===== src/rtl/cart_map_pkg.sv =====
package cart_map_pkg;

   typedef logic [7:0] bank_t;
   typedef bank_t [7:0] chr_bank_vec_t;

   typedef enum logic [1:0] {
      MIR_VERT  = 2'd0,
      MIR_HORZ  = 2'd1,
      MIR_PAGE0 = 2'd2,
      MIR_PAGE1 = 2'd3
   } mirror_e;

   typedef enum logic [1:0] {
      WIN_NONE,
      WIN_SW16,
      WIN_SW8,
      WIN_FIXED
   } prg_win_e;

   localparam int SND_CHANNELS = 3;
   localparam int SND_REGS     = 3;
   localparam int SND_STROBES  = SND_CHANNELS * SND_REGS;
   localparam int CHR_SLOTS    = 8;
   localparam int PRG_OFF_W    = 22;
   localparam int CHR_OFF_W    = 18;

   localparam logic [3:0] PG_PRG16  = 4'h8;
   localparam logic [3:0] PG_SND0   = 4'h9;
   localparam logic [3:0] PG_MIRROR = 4'hB;
   localparam logic [3:0] PG_PRG8   = 4'hC;
   localparam logic [3:0] PG_CHR_LO = 4'hD;
   localparam logic [3:0] PG_CHR_HI = 4'hE;

   function automatic logic [1:0] reg_select(input logic [1:0] low_addr, input logic swap);
      return swap ? {low_addr[0], low_addr[1]} : low_addr;
   endfunction

   function automatic prg_win_e prg_window(input logic [2:0] top3);
      unique case (top3)
         3'b100, 3'b101: return WIN_SW16;
         3'b110:         return WIN_SW8;
         3'b111:         return WIN_FIXED;
         default:        return WIN_NONE;
      endcase
   endfunction

endpackage


===== src/rtl/cart_reg_decode.sv =====
module cart_reg_decode
   import cart_map_pkg::*;
#(
   parameter logic [1:0] MIRROR_INIT = 2'd0
) (
   input  logic                   clk,
   input  logic                   rst_n,
   input  logic                   board_swap,
   input  logic                   cpu_wr,
   input  logic [15:0]            cpu_addr,
   input  logic [7:0]             cpu_data,
   output bank_t                  prg_bank16,
   output bank_t                  prg_bank8,
   output chr_bank_vec_t          chr_banks,
   output logic [1:0]             mirror_mode,
   output logic [SND_STROBES-1:0] snd_wr
);

   logic [3:0] page;
   logic [1:0] sel;
   logic       hit;
   logic       ld_prg16;
   logic       ld_prg8;
   logic       ld_mirror;
   mirror_e    mirror_q;
   logic       unused_addr_bits;

   assign page = cpu_addr[15:12];
   assign hit  = cpu_wr & cpu_addr[15];
   assign sel  = reg_select(cpu_addr[1:0], board_swap);
   assign unused_addr_bits = ^cpu_addr[11:2];

   assign ld_prg16  = hit && (page == PG_PRG16);
   assign ld_prg8   = hit && (page == PG_PRG8);
   assign ld_mirror = hit && (page == PG_MIRROR) && (sel == 2'd3);

   always_ff @(posedge clk) begin
      if (!rst_n) begin
         prg_bank16 <= bank_t'(0);
         prg_bank8  <= bank_t'(1);
         mirror_q   <= mirror_e'(MIRROR_INIT);
      end else begin
         if (ld_prg16)  prg_bank16 <= cpu_data;
         if (ld_prg8)   prg_bank8  <= cpu_data;
         if (ld_mirror) mirror_q   <= mirror_e'(cpu_data[3:2]);
      end
   end

   assign mirror_mode = mirror_q;

   for (genvar g = 0; g < CHR_SLOTS; g++) begin : g_slot
      localparam logic [3:0] SLOT_PAGE = (g < 4) ? PG_CHR_LO : PG_CHR_HI;
      localparam logic [1:0] SLOT_SEL  = 2'(g % 4);
      logic load;
      assign load = hit && (page == SLOT_PAGE) && (sel == SLOT_SEL);
      always_ff @(posedge clk) begin
         if (!rst_n)    chr_banks[g] <= bank_t'(g);
         else if (load) chr_banks[g] <= cpu_data;
      end
   end

   for (genvar ch = 0; ch < SND_CHANNELS; ch++) begin : g_snd_ch
      localparam logic [3:0] CH_PAGE = 4'(PG_SND0 + ch);
      for (genvar r = 0; r < SND_REGS; r++) begin : g_snd_reg
         assign snd_wr[ch*SND_REGS + r] = hit && (page == CH_PAGE) && (sel == 2'(r));
      end
   end

endmodule


===== src/rtl/cart_prg_xlate.sv =====
module cart_prg_xlate
   import cart_map_pkg::*;
#(
   parameter int PRG_BYTES = 262144,
   parameter int PRG_AW    = $clog2(PRG_BYTES)
) (
   input  logic [15:0]       cpu_addr,
   input  bank_t             bank16,
   input  bank_t             bank8,
   output logic [PRG_AW-1:0] prg_addr
);

   localparam int FIX_ONES = PRG_OFF_W - 13;

   logic [PRG_OFF_W-1:0] off_sw16;
   logic [PRG_OFF_W-1:0] off_sw8;
   logic [PRG_OFF_W-1:0] off_fixed;
   logic [PRG_OFF_W-1:0] off_sel;
   prg_win_e             win;
   logic                 unused_off_bits;

   assign win       = prg_window(cpu_addr[15:13]);
   assign off_sw16  = {bank16, cpu_addr[13:0]};
   assign off_sw8   = {1'b0, bank8, cpu_addr[12:0]};
   assign off_fixed = {{FIX_ONES{1'b1}}, cpu_addr[12:0]};

   always_comb begin
      unique case (win)
         WIN_SW16:  off_sel = off_sw16;
         WIN_SW8:   off_sel = off_sw8;
         WIN_FIXED: off_sel = off_fixed;
         default:   off_sel = '0;
      endcase
   end

   assign prg_addr = off_sel[PRG_AW-1:0];

   if (PRG_AW < PRG_OFF_W) begin : g_trim
      assign unused_off_bits = ^off_sel[PRG_OFF_W-1:PRG_AW];
   end else begin : g_full
      assign unused_off_bits = 1'b0;
   end

endmodule


===== src/rtl/cart_chr_xlate.sv =====
module cart_chr_xlate
   import cart_map_pkg::*;
#(
   parameter int CHR_BYTES  = 131072,
   parameter bit CHR_IS_RAM = 1'b0,
   parameter int CHR_AW     = $clog2(CHR_BYTES)
) (
   input  logic [13:0]       ppu_addr,
   input  logic              ppu_wr,
   input  chr_bank_vec_t     chr_banks,
   output logic [CHR_AW-1:0] chr_addr,
   output logic              chr_wr_en
);

   if (CHR_IS_RAM) begin : g_ram
      logic unused_ram_in;
      assign unused_ram_in = ^{chr_banks, ppu_addr[13]};
      assign chr_addr  = ppu_addr[CHR_AW-1:0];
      assign chr_wr_en = ppu_wr;
   end else begin : g_rom
      logic [2:0]           slot;
      bank_t                slot_bank;
      logic [CHR_OFF_W-1:0] off;
      logic                 unused_rom_in;

      assign slot      = ppu_addr[12:10];
      assign slot_bank = chr_banks[slot];
      assign off       = {slot_bank, ppu_addr[9:0]};
      assign chr_addr  = off[CHR_AW-1:0];
      assign chr_wr_en = 1'b0;

      if (CHR_AW < CHR_OFF_W) begin : g_trim
         assign unused_rom_in = ^{ppu_wr, ppu_addr[13], off[CHR_OFF_W-1:CHR_AW]};
      end else begin : g_full
         assign unused_rom_in = ^{ppu_wr, ppu_addr[13]};
      end
   end

endmodule


===== src/rtl/cart_bank_mapper.sv =====
module cart_bank_mapper
   import cart_map_pkg::*;
#(
   parameter int         PRG_BYTES   = 262144,
   parameter int         CHR_BYTES   = 131072,
   parameter bit         CHR_IS_RAM  = 1'b0,
   parameter logic [1:0] MIRROR_INIT = 2'd0,
   parameter int         PRG_AW      = $clog2(PRG_BYTES),
   parameter int         CHR_AW      = $clog2(CHR_BYTES)
) (
   input  logic              clk,
   input  logic              rst_n,
   input  logic              board_swap,
   input  logic [15:0]       cpu_addr,
   input  logic [7:0]        cpu_data,
   input  logic              cpu_wr,
   input  logic [13:0]       ppu_addr,
   input  logic              ppu_wr,
   output logic [PRG_AW-1:0] prg_addr,
   output logic [CHR_AW-1:0] chr_addr,
   output logic              chr_wr_en,
   output logic [1:0]        mirror_mode,
   output logic [8:0]        snd_wr
);

   if ((PRG_BYTES & (PRG_BYTES - 1)) != 0 || PRG_BYTES < 32768 || PRG_BYTES > 4194304) begin : g_bad_prg
      $error("PRG_BYTES must be a power of two from 32768 to 4194304");
   end
   if ((CHR_BYTES & (CHR_BYTES - 1)) != 0 || CHR_BYTES < 8192 || CHR_BYTES > 262144) begin : g_bad_chr
      $error("CHR_BYTES must be a power of two from 8192 to 262144");
   end
   if (CHR_IS_RAM && CHR_BYTES != 8192) begin : g_bad_ram
      $error("pattern RAM variant requires CHR_BYTES of 8192");
   end
   if (PRG_AW != $clog2(PRG_BYTES) || CHR_AW != $clog2(CHR_BYTES)) begin : g_bad_aw
      $error("address widths must follow the memory sizes");
   end
   if (SND_STROBES != 9) begin : g_bad_snd
      $error("sound strobe count mismatch");
   end

   bank_t         bank16;
   bank_t         bank8;
   chr_bank_vec_t chr_banks;

   cart_reg_decode #(
      .MIRROR_INIT (MIRROR_INIT)
   ) i_decode (
      .clk         (clk),
      .rst_n       (rst_n),
      .board_swap  (board_swap),
      .cpu_wr      (cpu_wr),
      .cpu_addr    (cpu_addr),
      .cpu_data    (cpu_data),
      .prg_bank16  (bank16),
      .prg_bank8   (bank8),
      .chr_banks   (chr_banks),
      .mirror_mode (mirror_mode),
      .snd_wr      (snd_wr)
   );

   cart_prg_xlate #(
      .PRG_BYTES (PRG_BYTES),
      .PRG_AW    (PRG_AW)
   ) i_prg (
      .cpu_addr (cpu_addr),
      .bank16   (bank16),
      .bank8    (bank8),
      .prg_addr (prg_addr)
   );

   cart_chr_xlate #(
      .CHR_BYTES  (CHR_BYTES),
      .CHR_IS_RAM (CHR_IS_RAM),
      .CHR_AW     (CHR_AW)
   ) i_chr (
      .ppu_addr  (ppu_addr),
      .ppu_wr    (ppu_wr),
      .chr_banks (chr_banks),
      .chr_addr  (chr_addr),
      .chr_wr_en (chr_wr_en)
   );

endmodule


===== config.mk =====
export PLATFORM = sky130hd
export DESIGN_NAME = cart_bank_mapper
export DESIGN_NICKNAME = d
export VERILOG_FILES = /design/src/rtl/cart_map_pkg.sv /design/src/rtl/cart_reg_decode.sv /design/src/rtl/cart_prg_xlate.sv /design/src/rtl/cart_chr_xlate.sv /design/src/rtl/cart_bank_mapper.sv
export SDC_FILE = /design/constraint.sdc
export NUM_CORES = 1
export LEC_CHECK = 0
export BUFFER_PORTS_ARGS = -buffer_cell sky130_fd_sc_hd__buf_2
export CORE_UTILIZATION = 59
export CTS_CLUSTER_SIZE = 24
export DETAILED_ROUTE_END_ITERATION = 12
export MAX_ROUTING_LAYER = met4
export PLACE_DENSITY = 0.86
export SYNTH_ARGS = -nofsm -noshare
export SYNTH_HDL_FRONTEND = slang
export SYNTH_HIERARCHICAL = 1
export SYNTH_SLANG_ARGS = --single-unit

===== constraint.sdc =====
create_clock -name clk -period 2.97 [get_ports clk]
set_input_delay 0.4455 -clock clk [delete_from_list [all_inputs] [get_ports clk]]
set_output_delay 0.4455 -clock clk [all_outputs]
set_load 0.02 [all_outputs]

==> flow_summary.ini <==
[route]
ant_nets = 0
wl_per_cell_um = 16.4
drt_iter0_drc = 168
dr.pass1.iters = 4
drc = 0
routed_via_density = 5.66
drt_wl_total_mm = 7.64
dr_total_vias = 2633

[global_routing]
grt_pass1_vias = 2605
antenna_found_initial = 0
grt_usage_pct = 27.4
grt_start_max_net_pins = 41
grt_pass1_wl_mm = 12.2
overflow = 0

[worst_hold_path]
whs_endpoint = i_decode/prg_bank8[3]$_SDFFE_PN0P_
hold_depth = 3
hold_start = cpu_data[3]
holdCritPathClass = input pin to flop

[clock_tree]
cts_sinks = 67
cts_made_buffers = 9
cts_buffer_depth = 2
cts.clk_slew.worst_paths_ns = 0.07
htreeDepth = 3
insertion_delay_ns = 0.34
cts_tree = yes
cts_setup_buffers = 0
cts_hold_buf = 0
cts-resized-gates = 0
cts-root-buf = clkbuf_8

[logic_synthesis]
yosys_warnings = 6
synthCells = 348
synth_nets = 391
syn_area_mm2 = 0.00349
avgSynthCellArea_um2 = 10.0

[timing]
tns_ns = 0
post-route-period-util_pct = 78.4
tightest_slew_ns = 0.707
slew_headroom_pct = 52.8
drv_slew = 0
hold_viol_final = 0
fmax_mhz = 429
finalClockSkew_ns = 0
post-route-min-period_ns = 2.33
rsz0062_at_grt = false
report.final.setup_viol = 0

[run]
drv_cap = 0

[critical_path]
cp.arrival_ns = 1.88
r2r_slack_ns = 2.30
r2r-start = i_decode/chr_banks[49]$_SDFFE_PN1P_
cp-end-kind = primary output
cp.required_ns = 2.52
rr_worst_depth = 2
worst-setup-path-type = input pin to primary output
r2r_end = i_decode/chr_banks[49]$_SDFFE_PN1P_
startpoint_type = input pin
crit_fanout = 14

[finish]
antenna_cells = 0
mostFrequentLayoutCell = dfxtp_1
final_cell_mix = 67 x dfxtp_1, 65 x buf_2, 58 x mux2i_1
syn_to_final_growth_pct = 11.7
final_cell_area_mm2 = 0.00390
nNetsFinal = 431
drive_above_1_share_pct = 27.0

[placement]
hpwl_mm = 5.32
place_congestion = 0.834
io_buffers = 65
place_area_mm2 = 0.00370

[floorplan]
die_h_um = 78.9
start_util_pct = 62.2
fp.dieArea_mm2 = 0.00623
fp-row-count = 27
io_pins = 90
coreArea_mm2 = 0.00561
die_x_um = 78.9

[pwr]
clkPwrFrac_pct = 40.9
combPwrFrac_pct = 10.1
sw_frac_of_total_pct = 26.1
power.switching_uw = 482
intPower_mw = 1.36
p_per_area_mw_per_mm2 = 473
leakage_nw = 1.74
seqPwrFrac_pct = 49.0
ir_worst_vdd_uv = 393

[run_status]
status = finished clean
-- through the flow --
stage	util, %	std cells	total power [mW]	hold slack (ns)	setup WS, ns
floorplan	-	348	1.08	0.430	1.00
global placement	66.0	449	1.11	0.437	0.685
detailed placement	66.0	449	1.11	0.447	0.663
CTS	69.5	465	1.86	0.370	0.659
global route	69.5	465	1.92	0.376	0.605
finish	69.5	465	1.85	0.385	0.640
-- power groups by stage --
stage	sequential (mW)	clock (mW)	combinational (mW)
detailed placement	0.926	0	0.185
CTS	0.905	0.772	0.186
finish	0.905	0.755	0.186
floorplan	0.925	0	0.151
global placement	0.925	0	0.180
global route	0.905	0.816	0.200
-- flip-flops by register name (all words and copies together) (netlist names) --
signal	count
i_decode/prg_bank16	4
i_decode/prg_bank8	5
i_decode/mirror_mode	2
i_decode/chr_banks	56
-- cell type report --
type                    instances  area (um^2)
clock buffers                   9          124
clock inverters                 7         75.1
fillers                       463         1710
multi-input cells             243         1920
flip-flops and latches         67         1340
well taps                      72         90.1
repair buffers                 67          353
-- how the worst max path moves through the flow --
stage                       startpoint           end  cells past startpoint
after floorplan           ppu_addr[10]  chr_addr[10]                      4
after global placement    ppu_addr[10]  chr_addr[11]                      4
after detailed placement  ppu_addr[10]  chr_addr[11]                      4
after CTS                 ppu_addr[10]  chr_addr[11]                      4
after global routing      ppu_addr[10]  chr_addr[11]                      4
final                     ppu_addr[10]  chr_addr[11]                      4
-- worst max-delay path, stage by stage --
cell and delay [ns]:
buf_2 0.36, mux4_1 0.61, mux2_2 0.29, buf_2 0.16
-- routing by layer --
metal  share of wire (%)  global-route usage [%]  vias to the layer above
met4                 1.2                    9.82                        0
met1                  43                    32.7                     1245
li1                    -                       -                     1282
met5                   0                       -                        -
met2                  48                    44.4                       93
met3                 7.2                    7.59                       13
(Power assumes the default switching activity.)
